### config.mk
export PLATFORM = sky130hd
export DESIGN_NAME = ptmr_top
export DESIGN_NICKNAME = d
export VERILOG_FILES = /design/src/rtl/ptmr_pkg.sv /design/src/rtl/ptmr_prescale.sv /design/src/rtl/ptmr_cap_edge.sv /design/src/rtl/ptmr_match.sv /design/src/rtl/ptmr_top.sv
export SDC_FILE = /design/constraint.sdc
export NUM_CORES = 1
export LEC_CHECK = 0
export BUFFER_PORTS_ARGS = -buffer_cell sky130_fd_sc_hd__buf_2
export CAP_MARGIN = 15
export CELL_PAD_IN_SITES_DETAIL_PLACEMENT = 1
export CELL_PAD_IN_SITES_GLOBAL_PLACEMENT = 2
export CORE_MARGIN = 3
export CORE_UTILIZATION = 37
export DETAILED_ROUTE_END_ITERATION = 16
export PLACE_DENSITY_LB_ADDON = 0.2
export SLEW_MARGIN = 20
export SYNTH_ARGS = -nofsm -noshare
export SYNTH_HDL_FRONTEND = slang
export SYNTH_SLANG_ARGS = --single-unit
### constraint.sdc
create_clock -name clk -period 2.9 [get_ports clk]
set_input_delay 0.145 -clock clk [delete_from_list [all_inputs] [get_ports clk]]
set_output_delay 0.145 -clock clk [all_outputs]
set_load 0.1 [all_outputs]
### src/rtl/ptmr_pkg.sv
package ptmr_pkg;
    localparam int ADDR_W = 4;

    localparam logic [ADDR_W-1:0] A_CTRL  = 4'h0;
    localparam logic [ADDR_W-1:0] A_TC    = 4'h1;
    localparam logic [ADDR_W-1:0] A_PR    = 4'h2;
    localparam logic [ADDR_W-1:0] A_PC    = 4'h3;
    localparam logic [ADDR_W-1:0] A_MCTL  = 4'h4;
    localparam logic [ADDR_W-1:0] A_CCTL  = 4'h5;
    localparam logic [ADDR_W-1:0] A_IFLAG = 4'h6;
    localparam logic [ADDR_W-1:0] A_MR0   = 4'h8;

    // action bit offsets inside each match's 3-bit group
    localparam int ACT_INT  = 0;
    localparam int ACT_RST  = 1;
    localparam int ACT_STOP = 2;
    localparam int ACT_W    = 3;

    typedef enum logic [1:0] {
        CM_TIMER = 2'b00,
        CM_RISE  = 2'b01,
        CM_FALL  = 2'b10,
        CM_BOTH  = 2'b11
    } cnt_mode_e;
endpackage

### src/rtl/ptmr_prescale.sv
module ptmr_prescale #(
    parameter int W = 32
) (
    input  logic         clk,
    input  logic         rst_n,
    input  logic         clr_i,
    input  logic         run_i,
    input  logic [W-1:0] limit_i,
    output logic         tick_o,
    output logic [W-1:0] pc_o
);
    logic [W-1:0] pc_d, pc_q;

    always_comb begin
        // >= keeps the counter bounded when the limit is lowered mid-count
        tick_o = run_i && !clr_i && (pc_q >= limit_i);
        pc_d   = pc_q;
        if (clr_i)       pc_d = '0;
        else if (tick_o) pc_d = '0;
        else if (run_i)  pc_d = pc_q + W'(1);
    end

    always_ff @(posedge clk or negedge rst_n) begin
        if (!rst_n) pc_q <= '0;
        else        pc_q <= pc_d;
    end

    assign pc_o = pc_q;
endmodule

### src/rtl/ptmr_cap_edge.sv
module ptmr_cap_edge
    import ptmr_pkg::*;
#(
    parameter int N_CAP = 3,
    parameter int SEL_W = 2
) (
    input  logic             clk,
    input  logic             rst_n,
    input  logic [N_CAP-1:0] cap_i,
    input  logic [SEL_W-1:0] sel_i,
    input  cnt_mode_e        mode_i,
    output logic             pulse_o
);
    typedef struct packed {
        logic [N_CAP-1:0] meta;
        logic [N_CAP-1:0] sync;
        logic [N_CAP-1:0] prev;
    } edge_st_t;

    edge_st_t s_d, s_q;
    logic [SEL_W-1:0] sel_eff;
    logic cur, old;

    always_comb begin
        s_d.meta = cap_i;
        s_d.sync = s_q.meta;
        s_d.prev = s_q.sync;

        sel_eff = (int'(sel_i) < N_CAP) ? sel_i : '0;
        cur = s_q.sync[sel_eff];
        old = s_q.prev[sel_eff];

        case (mode_i)
            CM_RISE: pulse_o = cur & ~old;
            CM_FALL: pulse_o = ~cur & old;
            CM_BOTH: pulse_o = cur ^ old;
            default: pulse_o = 1'b0;
        endcase
    end

    always_ff @(posedge clk or negedge rst_n) begin
        if (!rst_n) s_q <= '0;
        else        s_q <= s_d;
    end
endmodule

### src/rtl/ptmr_match.sv
module ptmr_match
    import ptmr_pkg::*;
#(
    parameter int W       = 32,
    parameter int N_MATCH = 4,
    localparam int MCTL_W = N_MATCH * ACT_W
) (
    input  logic [W-1:0]              tc_i,
    input  logic [N_MATCH-1:0][W-1:0] mr_i,
    input  logic [MCTL_W-1:0]         act_i,
    output logic [N_MATCH-1:0]        int_hit_o,
    output logic                      rst_any_o,
    output logic                      stop_any_o
);
    logic [N_MATCH-1:0] rst_vec, stop_vec;

    for (genvar i = 0; i < N_MATCH; i++) begin : g_cmp
        logic eq;
        assign eq          = (tc_i == mr_i[i]);
        assign int_hit_o[i] = eq & act_i[i*ACT_W + ACT_INT];
        assign rst_vec[i]   = eq & act_i[i*ACT_W + ACT_RST];
        assign stop_vec[i]  = eq & act_i[i*ACT_W + ACT_STOP];
    end

    assign rst_any_o  = |rst_vec;
    assign stop_any_o = |stop_vec;
endmodule

### src/rtl/ptmr_top.sv
module ptmr_top
    import ptmr_pkg::*;
#(
    parameter int W       = 32,
    parameter int N_MATCH = 4,
    parameter int N_CAP   = 3
) (
    input  logic              clk,
    input  logic              rst_n,
    input  logic              wr_en,
    input  logic [ADDR_W-1:0] wr_addr,
    input  logic [W-1:0]      wr_data,
    input  logic [ADDR_W-1:0] rd_addr,
    output logic [W-1:0]      rd_data,
    input  logic [N_CAP-1:0]  cap_i,
    output logic              irq_o
);
    localparam int MCTL_W = N_MATCH * ACT_W;
    localparam int SEL_W  = 2;

    typedef struct packed {
        logic                      en;
        logic                      hold;
        logic [W-1:0]              pr;
        logic [W-1:0]              tc;
        logic [N_MATCH-1:0][W-1:0] mr;
        logic [MCTL_W-1:0]         mctl;
        cnt_mode_e                 mode;
        logic [SEL_W-1:0]          sel;
        logic [N_MATCH-1:0]        flag;
    } tmr_st_t;

    tmr_st_t s_d, s_q;

    logic               count_en, timer_mode;
    logic               pre_tick, cap_pulse, tick;
    logic [W-1:0]       pc_w;
    logic [N_MATCH-1:0] int_hit, set_flags, clr_flags;
    logic               rst_any, stop_any;

    // flat views of state for the bound checker
    logic               en_q, hold_q;
    logic [W-1:0]       tc_q;
    logic [N_MATCH-1:0] flag_q;
    assign en_q   = s_q.en;
    assign hold_q = s_q.hold;
    assign tc_q   = s_q.tc;
    assign flag_q = s_q.flag;

    assign count_en   = s_q.en & ~s_q.hold;
    assign timer_mode = (s_q.mode == CM_TIMER);

    ptmr_prescale #(.W(W)) u_pre (
        .clk     (clk),
        .rst_n   (rst_n),
        .clr_i   (s_q.hold | ~timer_mode),
        .run_i   (count_en & timer_mode),
        .limit_i (s_q.pr),
        .tick_o  (pre_tick),
        .pc_o    (pc_w)
    );

    ptmr_cap_edge #(.N_CAP(N_CAP), .SEL_W(SEL_W)) u_cap (
        .clk     (clk),
        .rst_n   (rst_n),
        .cap_i   (cap_i),
        .sel_i   (s_q.sel),
        .mode_i  (s_q.mode),
        .pulse_o (cap_pulse)
    );

    ptmr_match #(.W(W), .N_MATCH(N_MATCH)) u_cmp (
        .tc_i       (s_q.tc),
        .mr_i       (s_q.mr),
        .act_i      (s_q.mctl),
        .int_hit_o  (int_hit),
        .rst_any_o  (rst_any),
        .stop_any_o (stop_any)
    );

    assign tick = timer_mode ? pre_tick : (count_en & cap_pulse);

    always_comb begin
        s_d       = s_q;
        set_flags = tick ? int_hit : '0;
        clr_flags = '0;

        // count step on a tick: reset action beats stop, stop freezes
        if (tick) begin
            if (rst_any)       s_d.tc = '0;
            else if (!stop_any) s_d.tc = s_q.tc + W'(1);
        end

        if (wr_en) begin
            case (wr_addr)
                A_CTRL: begin
                    s_d.en   = wr_data[0];
                    s_d.hold = wr_data[1];
                end
                A_TC:    s_d.tc   = wr_data;
                A_PR:    s_d.pr   = wr_data;
                A_MCTL:  s_d.mctl = wr_data[MCTL_W-1:0];
                A_CCTL: begin
                    s_d.mode = cnt_mode_e'(wr_data[1:0]);
                    s_d.sel  = wr_data[3:2];
                end
                A_IFLAG: clr_flags = wr_data[N_MATCH-1:0];
                default: ;
            endcase
        end

        for (int i = 0; i < N_MATCH; i++) begin
            if (wr_en && (wr_addr == A_MR0 + ADDR_W'(i))) s_d.mr[i] = wr_data;
        end

        // a new event wins over a same-cycle clear
        s_d.flag = (s_q.flag & ~clr_flags) | set_flags;

        if (tick && stop_any) s_d.en = 1'b0;
        if (s_q.hold)         s_d.tc = '0;
    end

    always_ff @(posedge clk or negedge rst_n) begin
        if (!rst_n) s_q <= '0;
        else        s_q <= s_d;
    end

    always_comb begin
        rd_data = '0;
        case (rd_addr)
            A_CTRL:  rd_data = W'({s_q.hold, s_q.en});
            A_TC:    rd_data = s_q.tc;
            A_PR:    rd_data = s_q.pr;
            A_PC:    rd_data = pc_w;
            A_MCTL:  rd_data = W'(s_q.mctl);
            A_CCTL:  rd_data = W'({s_q.sel, s_q.mode});
            A_IFLAG: rd_data = W'(s_q.flag);
            default: ;
        endcase
        for (int i = 0; i < N_MATCH; i++) begin
            if (rd_addr == A_MR0 + ADDR_W'(i)) rd_data = s_q.mr[i];
        end
    end

    assign irq_o = |s_q.flag;
endmodule

==> impl_metrics.tcl <==
set metrics [dict create \
    synthTopCellsByArea "dfrtp_1 42%, mux2_2 13%, xnor2_1 7.3%" \
    cts_tree "built" \
    mostFrequentLayoutCells "252 x dfrtp_1, 178 x mux2_2, 161 x buf_4, 120 x xnor2_1, 98 x nor2_1" \
    clock_latency_ns 0.53 \
    io_buffer_count 78 \
    drt_iter0_drc 1095 \
    antenna_found_initial 1 \
    synthArstFlopShare 1.000 \
    setup_ws_ns -0.03710 \
    crit_fanout 5 \
    die_h_um 209.4 \
    synth-edff-count 0 \
    clock-sinks 255 \
    power_frac_clock 0.332 \
    path_buf_inv 6 \
    synth_top_area_share 0.4170 \
    hp-class "primary input to flip-flop" \
    htree_levels 2 \
    nets 1793 \
    core_um2 40280 \
    yosys_warnings 0 \
    cp_common_cell "buf_6" \
    hpwl_um 44380 \
    postRouteAntennaNets 0 \
    internal_power_w 0.008938 \
    max_cap_violations 0 \
    grt_pass1_wl_um 90710 \
    p_leak_nw 8.120 \
    regToRegStartpoint "s_q[196]" \
    drc_errors 0 \
    crit_path_top_delay_cell "dfrtp_1" \
    finalSetupTns_ns -0.1165 \
    start_kind "flip-flop" \
    synth.distinct_cells 76 \
    io_pins 79 \
    critPathRequiredTime_ns 3.32 \
    violations "setup timing" \
    crit_chain "inv_1 > ha_1 > nand4_1 > nor4_4 > buf_4 > and2_1 > o31a_1 > buf_6 > nor3_4 > buf_6 > nor3b_4 > buf_6 > buf_12 > nand4b_1 > a311oi_1" \
    yosysTopAreaCell "dfrtp_1" \
    p_sw_w 0.004737 \
    vias 13470 \
    synth-seq-cells 255 \
    cts-root-buf "clkbuf_16" \
    rsz0062_at_grt "yes" \
    wire_per_inst_um 27.00 \
    clk_pin_slew_ns 0.06 \
    num_rows 73 \
    routed_wl_um 61060 \
    min-delay-start "wr_data[0]" \
    cts_buffers 34 \
    grt_max_degree 72 \
    worstSetupEndpointType "flip-flop" \
    slew_violations 0 \
    hold_violations 0 \
    tightest_slew_ns 0.9394 \
    fillCellCount 4347 \
    status "finished with violations" \
    post-place-ws_ns -0.3657 \
    avgViaCountPerCell 5.958 \
    die_area_um2 43830 \
    layout_commonest_cell "dfrtp_1" \
    drive_above_1_share 0.3456 \
    worstSetupPathType "flip-flop to flip-flop" \
    synth_seq_area_share 0.4170 \
    fmax_mhz 340.5 \
    overflow 0 \
    reg2reg_setup_slack_ns -0.04 \
    routabilityCongestion 0.9336 \
    firstDrtPassIters 10 \
    initial_utilization 0.3799 \
    pwr-share-seq 0.370 \
    synthesis.instances 1497 \
    synthFlopType "dfrtp_1" \
    max_stage_delay_ns 0.42 \
    syn_nets 1579 \
    combinationalPowerShare 0.298 \
    syn_area_um2 15300 \
    grt_pass1_vias 13695 \
    min_period_ns 2.937 \
    crit_family "simple AND/OR/NAND/NOR gates" \
    syn_avg_cell_area_um2 10.22 \
    powerDensity_nw_per_um2 691.6 \
    clockBufferDepth 3 \
    die_w_um 209.4 \
    startpoint "s_q[196]" \
    diodes 0 \
    fin_crit_sh 1.013 \
    max_slew_margin 0.3737 \
    switching_share 0.3464 \
    area_growth_pct 29.22 \
    crit_arrival_ns 3.36 \
    peakVddDrop_mv 0.3939 \
    grt.total_usage 0.2729 \
    clock_skew_ns 0.01997 \
    finalSetupViolCount 8 \
]
## worst register-to-register path, delay by kind of cell, from the launching register on
kind / cells / cell delay, ns
AND/OR/NAND/NOR: 6 / 0.97
buffers and inverters: 6 / 0.75
AO/OA/AOI/OAI: 2 / 0.43
flip-flops: 1 / 0.42
adder cells (fa/ha/maj): 1 / 0.28
## routing by layer
| layer | GRT usage | wire length, um |
|---|---|---|
| met3 | 0.05112 | 4146 |
| met2 | 0.4205 | 27290 |
| met4 | 0.08176 | 1812 |
| met1 | 0.3909 | 27790 |
| met5 | 0 | 14 |
## power by group through the flow
stage	clock network [W]	registers [W]	logic, W
CTS	0.00463	0.00500	0.00388
finish	0.00454	0.00506	0.00407
global route	0.00477	0.00514	0.00432
floorplan	0	0.00471	0.00251
detailed placement	0	0.00506	0.00377
global placement	0	0.00501	0.00371
## per-stage QoR
stage | std cells | cell area, um^2 | hold slack [ns] | utilization | total power (W)
after floorplan | 1497 | 15400 | -0.1506 | - | 0.007223
after global placement | 2158 | 17770 | 0.1823 | 0.4412 | 0.008719
after detailed placement | 2158 | 17770 | 0.1865 | 0.4412 | 0.008831
after CTS | 2247 | 19360 | 0.001707 | 0.4807 | 0.01351
after global routing | 2261 | 19770 | 0.02015 | 0.4909 | 0.01423
final | 2261 | 19770 | 0.02484 | 0.4909 | 0.01368
## flip-flops by register name, indices dropped and copies added, names as in the netlist
name and count:
en_q 1, hold_q 1, tc_q 32, flag_q 4, u_pre.pc_o 32, u_cap.s_d 6
s_q 176, u_cap.s_q 3
## cells in the mapped netlist (13+ instances only)
cell type,count
o211ai_1,14
xnor2_1,128
nand2_1,88
o21ai_0,59
o31ai_1,17
a311oi_1,14
nor3_1,17
nand4_1,58
a221oi_1,13
ha_1,36
nor2_1,103
clkbuf_1,58
a22oi_1,23
a21oi_1,35
a222oi_1,24
a31oi_1,31
mux2_2,179
nand3_1,55
buf_2,22
inv_1,48
dfrtp_1,255
## path summary, 6_finish.rpt
path | depth (start not counted) | endpoint
setup reg to reg | 15 | tc_q[12]
max in group asynchronous | 3 | s_q[115]
setup / recovery | 15 | tc_q[12]
hold / removal | 3 | tc_q[0]
min in group asynchronous | 2 | u_pre.pc_o[3]
hold reg to reg | 0 | u_cap.s_d[2]
## logic make-up after synthesis
family,after synthesis,synth area share
simple gates,429,0.1508
fa+ha+maj,36,0.02944
mux,185,0.1356
compound gates,303,0.1430
buf+inv,161,0.05086
flops,255,0.4170
xor+xnor,128,0.07326
## layout make-up
| class | instances | area [um^2] | area share |
|---|---|---|---|
| Clock buffer | 52 | 1040 | 0.05258 |
| Clock inverter | 9 | 157.7 | 0.007973 |
| Inverter | 48 | 180.2 | 0.009112 |
| Multi-Input combinational cell | 1082 | 8650 | 0.4374 |
| Sequential cell | 255 | 6385 | 0.3229 |
| Tap cell | 525 | 656.9 | 0.03322 |
| Timing Repair Buffer | 290 | 2705 | 0.1368 |
## repair_timing
item | 4_1_cts | 5_1_grt
pin swaps | 11 | 31
buffers inserted | 3 | 13
hold buffers | 24 | 0
endpoints found under the hold margin | 135 | 0
gates cloned | 2 | 1
setup endpoints to repair | 31 | 38
resized for setup | 18 | 47
(Power assumes the default switching activity.)
